--- src/rtl/vfx_pkg.sv ---
package vfx_pkg;

    localparam int FLAG_W     = 5;
    localparam int BYTE_W     = 8;
    localparam int CTRL_W     = 32;
    localparam int MASK_LSB   = 24;
    localparam int STICKY_LSB = 16;
    localparam int IDX_W      = 4;
    localparam int REASON_W   = 4;

    typedef struct packed {
        logic invalid;
        logic divzero;
        logic overflow;
        logic underflow;
        logic inexact;
    } exc_flags_t;

    typedef enum logic [REASON_W-1:0] {
        RSN_NONE      = 4'd0,
        RSN_INVALID   = 4'd1,
        RSN_DIVZERO   = 4'd2,
        RSN_OVERFLOW  = 4'd3,
        RSN_UNDERFLOW = 4'd4,
        RSN_INEXACT   = 4'd5
    } trap_reason_t;

    function automatic logic [BYTE_W-1:0] flags_to_byte(input exc_flags_t f);
        return {f, 3'b000};
    endfunction

    // Highest-priority enabled cause; inexact alone is dropped when suppressed.
    function automatic trap_reason_t pick_reason(input logic [BYTE_W-1:0] hit,
                                                 input logic xsup);
        trap_reason_t r;
        r = RSN_NONE;
        for (int k = 3; k >= 0; k--) begin
            if (hit[BYTE_W-1-k]) r = trap_reason_t'(k + 1);
        end
        if (r == RSN_NONE && hit[3] && !xsup) r = RSN_INEXACT;
        return r;
    endfunction

endpackage

--- src/rtl/vfx_trap_encoder.sv ---
module vfx_trap_encoder
    import vfx_pkg::*;
(
    input  exc_flags_t             flags,
    input  logic [BYTE_W-1:0]      enable_mask,
    input  logic                   xsup,
    input  logic [IDX_W-1:0]       lane_idx,
    output logic [BYTE_W-1:0]      flag_byte,
    output logic                   trap,
    output logic [BYTE_W-1:0]      code
);
    trap_reason_t reason;
    logic [BYTE_W-1:0] hit;

    always_comb begin
        flag_byte = flags_to_byte(flags);
        hit       = flag_byte & enable_mask;
        reason    = pick_reason(hit, xsup);
        trap      = (reason != RSN_NONE);
        code      = trap ? {lane_idx, reason} : '0;
    end
endmodule

--- src/rtl/vfx_flag_accum.sv ---
module vfx_flag_accum
    import vfx_pkg::*;
(
    input  logic              clk,
    input  logic              rst,
    input  logic              clear,
    input  logic              add_en,
    input  logic [BYTE_W-1:0] add_byte,
    output logic [BYTE_W-1:0] acc_next
);
    logic [BYTE_W-1:0] acc_q;

    assign acc_next = acc_q | (add_en ? add_byte : '0);

    always_ff @(posedge clk) begin
        if (rst || clear) acc_q <= '0;
        else if (add_en)  acc_q <= acc_next;
    end
endmodule

--- src/rtl/vfx_lane_seq.sv ---
module vfx_lane_seq #(
    parameter int NUM_LANES = 4
) (
    input  logic clk,
    input  logic rst,
    input  logic start,
    input  logic lane_valid,
    input  logic lane_trap,
    input  logic single,
    output logic busy,
    output logic open_now,
    output logic accept,
    output logic early,
    output logic finish
);
    localparam int CNT_W = (NUM_LANES > 1) ? $clog2(NUM_LANES) : 1;
    localparam logic [CNT_W-1:0] LAST = CNT_W'(NUM_LANES - 1);

    logic [CNT_W-1:0] cnt_q;
    logic             last;

    assign open_now = start && !busy;
    assign accept   = busy && lane_valid;
    assign last     = (cnt_q == LAST);
    assign early    = accept && (lane_trap || single);
    assign finish   = accept && (lane_trap || single || last);

    always_ff @(posedge clk) begin
        if (rst) begin
            busy  <= 1'b0;
            cnt_q <= '0;
        end else if (open_now) begin
            busy  <= 1'b1;
            cnt_q <= '0;
        end else if (finish) begin
            busy  <= 1'b0;
        end else if (accept) begin
            cnt_q <= cnt_q + 1'b1;
        end
    end
endmodule

--- src/rtl/vfx_trap_collector.sv ---
module vfx_trap_collector
    import vfx_pkg::*;
#(
    parameter int NUM_LANES = 4
) (
    input  logic              clk,
    input  logic              rst,
    input  logic              start_i,
    input  logic [CTRL_W-1:0] fpc_i,
    input  logic              xsup_i,
    input  logic              single_i,
    input  logic              lane_valid_i,
    input  logic [IDX_W-1:0]  lane_idx_i,
    input  logic [FLAG_W-1:0] lane_flags_i,
    output logic              halt_o,
    output logic              done_o,
    output logic              trap_valid_o,
    output logic [BYTE_W-1:0] trap_code_o,
    output logic [CTRL_W-1:0] fpc_o,
    output logic              fpc_we_o
);
    logic [CTRL_W-1:0] fpc_cap;
    logic              xsup_cap, single_cap;
    logic              busy, open_now, accept, early, finish;
    logic              lane_trap;
    logic [BYTE_W-1:0] lane_byte, lane_code, acc_next;
    logic [CTRL_W-1:0] merged;

    always_ff @(posedge clk) begin
        if (rst) begin
            fpc_cap    <= '0;
            xsup_cap   <= 1'b0;
            single_cap <= 1'b0;
        end else if (open_now) begin
            fpc_cap    <= fpc_i;
            xsup_cap   <= xsup_i;
            single_cap <= single_i;
        end
    end

    vfx_trap_encoder u_enc (
        .flags       (exc_flags_t'(lane_flags_i)),
        .enable_mask (fpc_cap[MASK_LSB +: BYTE_W]),
        .xsup        (xsup_cap),
        .lane_idx    (lane_idx_i),
        .flag_byte   (lane_byte),
        .trap        (lane_trap),
        .code        (lane_code)
    );

    vfx_lane_seq #(.NUM_LANES(NUM_LANES)) u_seq (
        .clk        (clk),
        .rst        (rst),
        .start      (start_i),
        .lane_valid (lane_valid_i),
        .lane_trap  (lane_trap),
        .single     (single_cap),
        .busy       (busy),
        .open_now   (open_now),
        .accept     (accept),
        .early      (early),
        .finish     (finish)
    );

    vfx_flag_accum u_acc (
        .clk      (clk),
        .rst      (rst),
        .clear    (open_now),
        .add_en   (accept),
        .add_byte (lane_byte),
        .acc_next (acc_next)
    );

    assign halt_o = early;

    always_comb begin
        merged = fpc_cap;
        merged[STICKY_LSB +: BYTE_W] = fpc_cap[STICKY_LSB +: BYTE_W] | acc_next;
    end

    always_ff @(posedge clk) begin
        if (rst) begin
            done_o       <= 1'b0;
            trap_valid_o <= 1'b0;
            trap_code_o  <= '0;
            fpc_o        <= '0;
            fpc_we_o     <= 1'b0;
        end else begin
            done_o       <= finish;
            trap_valid_o <= finish && lane_trap;
            trap_code_o  <= (finish && lane_trap) ? lane_code : '0;
            fpc_we_o     <= finish && !lane_trap;
            if (finish && !lane_trap) fpc_o <= merged;
        end
    end

    a_r10_done_pulse: assert property (@(posedge clk) disable iff (rst)
        done_o |=> !done_o);

    a_r8_halt_then_done: assert property (@(posedge clk) disable iff (rst)
        halt_o |=> (done_o && !busy));

    a_r7_trap_no_write: assert property (@(posedge clk) disable iff (rst)
        trap_valid_o |-> (!fpc_we_o && done_o && $stable(fpc_o)));

    a_r6_write_with_done: assert property (@(posedge clk) disable iff (rst)
        fpc_we_o |-> done_o);

    a_r4_code_reason: assert property (@(posedge clk) disable iff (rst)
        trap_valid_o |-> (trap_code_o[3:0] >= 4'd1 && trap_code_o[3:0] <= 4'd5));

    a_r11_idle_lane: assert property (@(posedge clk) disable iff (rst)
        (!busy && lane_valid_i) |=> !done_o);

    a_r12_zero_flags: assert property (@(posedge clk) disable iff (rst)
        (accept && lane_flags_i == '0) |=> !trap_valid_o);

    a_r5_inexact_suppressed: assert property (@(posedge clk) disable iff (rst)
        (accept && xsup_cap &&
         ((lane_byte & fpc_cap[MASK_LSB +: BYTE_W]) == 8'h08)) |=> !trap_valid_o);
endmodule

--- config.mk ---
export PLATFORM = sky130hd
export DESIGN_NAME = vfx_trap_collector
export DESIGN_NICKNAME = d
export VERILOG_FILES = /design/src/rtl/vfx_pkg.sv /design/src/rtl/vfx_trap_encoder.sv /design/src/rtl/vfx_flag_accum.sv /design/src/rtl/vfx_lane_seq.sv /design/src/rtl/vfx_trap_collector.sv
export SDC_FILE = /design/constraint.sdc
export NUM_CORES = 1
export LEC_CHECK = 0
export ABC_AREA = 1
export BUFFER_PORTS_ARGS = -buffer_cell sky130_fd_sc_hd__buf_2
export CORE_MARGIN = 2
export CORE_UTILIZATION = 31
export DETAILED_ROUTE_END_ITERATION = 7
export GPL_ROUTABILITY_DRIVEN = 0
export SYNTH_ARGS = -nofsm -noshare
export SYNTH_HDL_FRONTEND = slang
export SYNTH_SLANG_ARGS = --single-unit
--- constraint.sdc ---
create_clock -name clk -period 1.51 [get_ports clk]
set_clock_uncertainty 0.15 [all_clocks]
set_input_delay 0 -clock clk [delete_from_list [all_inputs] [get_ports clk]]
set_output_delay 0 -clock clk [all_outputs]
set_load 0.05 [all_outputs]
Word level (Yosys, flattened, before mapping)
Index checks and enable logic that the tools add are counted.
W data, S select, Z words.
Storage, ports and cells
  output and inout port bits: 44
  logic and storage cells: 47
  memory bits (writable): 0
  memories kept: 0
  ROM bits: 0
  bits of input ports: 47
  bits in latches: 0
  flip-flop bits (word level): 88
Cells by class
  divide/modulo/power cells: 0
  shift-type cells: 0
  multipliers: 0
  reductions and logical operators: 20
  order comparisons: 0
  muxes and demuxes: 8
  add/sub/neg operators: 1
  bitwise logic cells: 6
  equal/unequal tests: 1
Operators with widths (number)
  $or A8 B8 Y8: 2
  $mux W3: 5
  $and A8 B8 Y8: 1
  $logic_and A1 B1 Y1: 8
  $mux W8: 1
  $logic_not A4 Y1: 1
  $reduce_bool A4 Y1: 1
  $logic_not A1 Y1: 3
  $logic_or A1 B1 Y1: 3
  $not A1 Y1: 3
  $reduce_or A3 Y1: 1
  $add A2 B1 Y2 const B: 1
  $eq A2 B2 Y1 const B: 1
  $mux W1: 2
  $reduce_and A2 Y1: 1
  $reduce_bool A2 Y1: 1
  $reduce_or A2 Y1: 1

Logic depth before layout (Yosys ltp)
  depth after elaboration: 16
  gate-level depth with buffers: 10
  depth with buffers taken out: 10

Hierarchy
Synthesis repeated with hierarchy kept, for this count alone.
Unflattened totals
  cells, all modules: 528
  area, all modules: 3706.1 sq um
By module, submodules not included
  vfx_trap_collector: area an instance 2941.6 sq um, instances 1, sequential area each 1541.5 sq um, cells each 410
  vfx_flag_accum: area an instance 361.6 sq um, instances 1, sequential area each 160.2 sq um, cells each 50
  vfx_trap_encoder: area an instance 212.7 sq um, instances 1, sequential area each 0.0 sq um, cells each 39
  vfx_lane_seq: area an instance 190.2 sq um, instances 1, sequential area each 60.1 sq um, cells each 29

Worst setup path before layout
Ideal clock, no wire load.
  kind: register to register
  start point: register u_seq.cnt_q[0]
  end point: register fpc_o[14]
  data arrival time: 1239 ps
  slack: 11 ps
  buffers on the path: 2
  setup time: 110 ps
  cell stages (with the launch flop): 7
  period minus slack after synthesis: 1499 ps
  required time: 1250 ps
  cell sequence: dfxtp_1 -> ha_1 -> clkbuf_1 -> clkbuf_1 -> o2111ai_1 -> nand2_1 -> nor2_1
On the way
  cells in the longest elaborated chain, start to end: 4
RTL lines
  start: declaration: line vfx_lane_seq.sv:19  | logic [CNT_W-1:0] cnt_q;
  start signal: assignment: line vfx_lane_seq.sv:38  | cnt_q <= cnt_q + 1'b1;
  $eq A2 B2 Y1: line vfx_lane_seq.sv:24  | assign last = (cnt_q == LAST);
  $logic_or A1 B1 Y1: line vfx_lane_seq.sv:26  | assign finish = accept && (lane_trap || single || last);
  $logic_and A1 B1 Y1: line vfx_lane_seq.sv:26
  $logic_and A1 B1 Y1: line vfx_trap_collector.sv:93  | if (finish && !lane_trap) fpc_o <= merged;
  end signal: assignment: line vfx_trap_collector.sv:93
  end: declaration: line vfx_trap_collector.sv:19  | output logic [CTRL_W-1:0] fpc_o,
Every way passes these cells.
A chain may end at the register's enable or synchronous reset.

Final worst setup path
  start point: register fpc_cap[29]
  end point: output port halt_o
On the way
  cells in the longest elaborated chain, start to end: 11
RTL lines
  start: declaration: line vfx_trap_collector.sv:22  | logic [CTRL_W-1:0] fpc_cap;
  start signal: assignment: line vfx_trap_collector.sv:35  | fpc_cap <= fpc_i;
  $and A8 B8 Y8 (*): line vfx_trap_encoder.sv:17  | hit = flag_byte & enable_mask;
  $mux W3 (*) (3 in a row): line vfx_pkg.sv:38  | if (hit[BYTE_W-1-k]) r = trap_reason_t'(k + 1);
  $logic_not A4 Y1: line vfx_pkg.sv:40  | if (r == RSN_NONE && hit[3] && !xsup) r = RSN_INEXACT;
  $logic_and A1 B1 Y1 (2 in a row): line vfx_pkg.sv:40
  $mux W3 (*): line vfx_pkg.sv:40
  $reduce_bool A4 Y1 (*): line vfx_trap_encoder.sv:19  | trap = (reason != RSN_NONE);
  $logic_or A1 B1 Y1 (*): line vfx_lane_seq.sv:25  | assign early = accept && (lane_trap || single);
  $logic_and A1 B1 Y1 (*): line vfx_lane_seq.sv:25
  end: declaration: line vfx_trap_collector.sv:15  | output logic halt_o,
Every way passes the cells marked *; elsewhere a longest branch is shown, timed or not.

==> impl_metrics.ini <==
[sta]
timing.final.crit_share_pct = 101.7
grt_setup_unrepaired = yes
setup_slack_ns = -0.02571
setup_viol = 1
hold_violations = 2
slew_violations = 0
fmax_mhz = 651.2
period_needed_ns = 1.536
finalSetupTns_ns = -0.02571
whs_ns = -0.04332

[route]
vias = 3533
wl_mm = 9.773
viasPerCell = 4.472
wl_per_cell_um = 12.37
ant_nets = 0
drtPass1Iterations = 4
drc = 0
drt-initial-drc-count = 176

[power_and_ir_drop]
leakagePower_nw = 2.512
ir_drop_mv = 0.5711
p_per_area_nw_per_um2 = 1098
power_mw = 5.766

[critical_path]
path_cells = nand2_2, nand2_2, inv_2, nand4_4, nor2_4, buf_6, nor2_4, buf_6
crit_buf_inv = 3
reg2regPathDepth = 10
crit_required_ns = 1.36
cpPeakStageDelay_ns = 0.32
crit_cells = 8
path_delay_family = simple AND/OR/NAND/NOR gates
end_kind = output port
crit_arrival_ns = 1.39
r2r-end = fpc_o[25]
startpoint_type = register
timing.rr.start = fpc_cap[29]
critical_path_peak_fanout = 3
crit_slowest_cell = dfxtp_2
crit_type = reg2out
r2r_setup_slack_ns = 0.03

[global_routing]
grt_antenna_before_repair = 0
grt_max_degree = 40
grt_pass1_vias = 3473
overflow = 0
grt_usage_pct = 15.92
grt_pass1_wl_mm = 16.10

[clock_network]
h-tree-depth = 3
cts_buffers = 9
cts_tree = yes
root_buffer = clkbuf_16
worstSkewPairLatency_ns = 0.33
cts_num_sinks = 84
clk_pin_slew_ns = 0.06
clockBufferDepth = 2

[synth]
synth_mux_area_share_pct = 0
yosys.area_share.simple_pct = 16.86
synth_top_family_by_area = compound AO/OA/AOI/OAI gates
synth_xor_area_share_pct = 0
synth_area_leaders = dfxtp_1, inv_1, nand2_1
synthCells = 499
synth_cell_types = 23
yosys_register_bits = 84
synth_top_area_share_pct = 46.91
synth_compound_area_share_pct = 18.57
synthAdderAreaFrac_pct = 0.3490
yosys.area.top_type = dfxtp_1
synth_nets = 547
ys.flop_type = dfxtp_1
synth_edf_count = 0
postSynth.asyncResetShare_pct = 0
synth-warning-count = 0
synth_area_um2 = 3585
avgSynthCellArea_um2 = 7.184
seq_area_frac_synth_pct = 46.91

[hold_path]
hold_path.class = in2reg
min_from = lane_flags_i[1]
whs_path_depth = 4
min_to = trap_code_o[0]

[final_layout]
syn_to_final_growth_pct = 46.53
nNetsFinal = 691
final_common_cell = inv_1
drive_gt1_share_pct = 25.04
diodes = 0
stdcell_count = 790
layout_common_cells = inv_1, buf_2, dfxtp_1

[floorplan]
start_util_pct = 31.53
die_height_um = 111.5
die_area_um2 = 12440
core_area_um2 = 11370
io_pins = 91
dieWidth_um = 111.5
core.rowCount = 39

[placement]
place_hpwl_mm = 6.557
placed_cells = 724
io_buffers = 89

[outcome]
violations = negative hold slack, negative setup slack
outcome = finished, violations left

[run]
cap_violations = 0
metrics by stage:
stage	area (µm²)	setup WS (ns)	util, %
global route	5253	-0.07750	46.20
CTS	5125	-0.05369	45.08
global placement	4300	0.03948	37.82
detailed placement	4300	-0.02008	37.82
finish	5253	-0.02571	46.20
floorplan	3585	0.01053	-
layer usage:
metal  track usage, %  share of wire (%)  vias up  wire length [µm]
met5                0                  0        -                 0
met4            4.280                1.0        0               102
met3            3.375                4.9       12               474
met2            27.11                 47       80              4580
met1            20.57                 47     1614              4615
li1                 -                  -     1827                 -
cell type report:
type / instances / area [µm²]
clock buffer: 11 / 242.7
fill: 1140 / 6117
tap: 143 / 178.9
timing repair buffer: 164 / 1214
multi-input combinational: 260 / 1355
inverter: 124 / 476.7
clock inverter: 4 / 97.59
sequential: 84 / 1688
where the power goes:
group          internal (mW)  switching (mW)
Clock                   1.65           0.859
Combinational          0.365           0.513
Sequential              2.33          0.0495
repair_timing:
| action | CTS | global route |
|---|---|---|
| pin swaps | 1 | 4 |
| endpoints found under the hold margin | 58 | 1 |
| cloned | 0 | 1 |
| hold buffers | 46 | 1 |
| gates resized for setup | 5 | 32 |
| buffers inserted | 1 | 2 |
| endpoints found under the setup margin | 8 | 64 |
worst reg2reg max path, cell delays in order, from the launching register on:
cell,delay (ns)
dfxtp_2,0.32
nand2_2,0.06
nand2_2,0.06
inv_2,0.06
nand4_4,0.11
clkinv_4,0.12
o211ai_4,0.12
buf_12,0.18
nand2_1,0.07
inv_1,0.04
nor2_2,0.11
registers in the layout (all words and copies together), names as in the netlist:
| signal | count |
|---|---|
| fpc_cap | 32 |
| fpc_o | 32 |
| trap_code_o | 7 |
| u_acc.acc_q | 5 |
| u_seq.cnt_q | 2 |
| done_o | 1 |
| fpc_we_o | 1 |
| single_cap | 1 |
| trap_valid_o | 1 |
| u_seq.busy | 1 |
| xsup_cap | 1 |
synth_stat cells, types with 2 or more instances:
library cell,number
nand2_1,77
nand3_1,2
nor2_1,70
nand4_1,2
dfxtp_1,84
buf_6,3
a21oi_1,29
inv_2,7
o21ai_0,40
clkbuf_1,20
o2111ai_1,32
buf_2,7
inv_1,116
cell families after synthesis:
logic type / after synthesis
buf+inv: 155
simple gates: 154
compound gates: 104
flops: 84
fa+ha+maj: 1
other cells: 1
worst max-delay path by stage:
stage,to,from
after floorplan,fpc_o[14],u_seq.cnt_q[0]
after global placement,u_seq.cnt_q[1],u_seq.busy
after detailed placement,trap_code_o[1],u_seq.cnt_q[0]
after CTS,halt_o,fpc_cap[29]
after global routing,halt_o,fpc_cap[29]
final,halt_o,fpc_cap[29]
No activity file was read; power rests on OpenSTA's default activity.
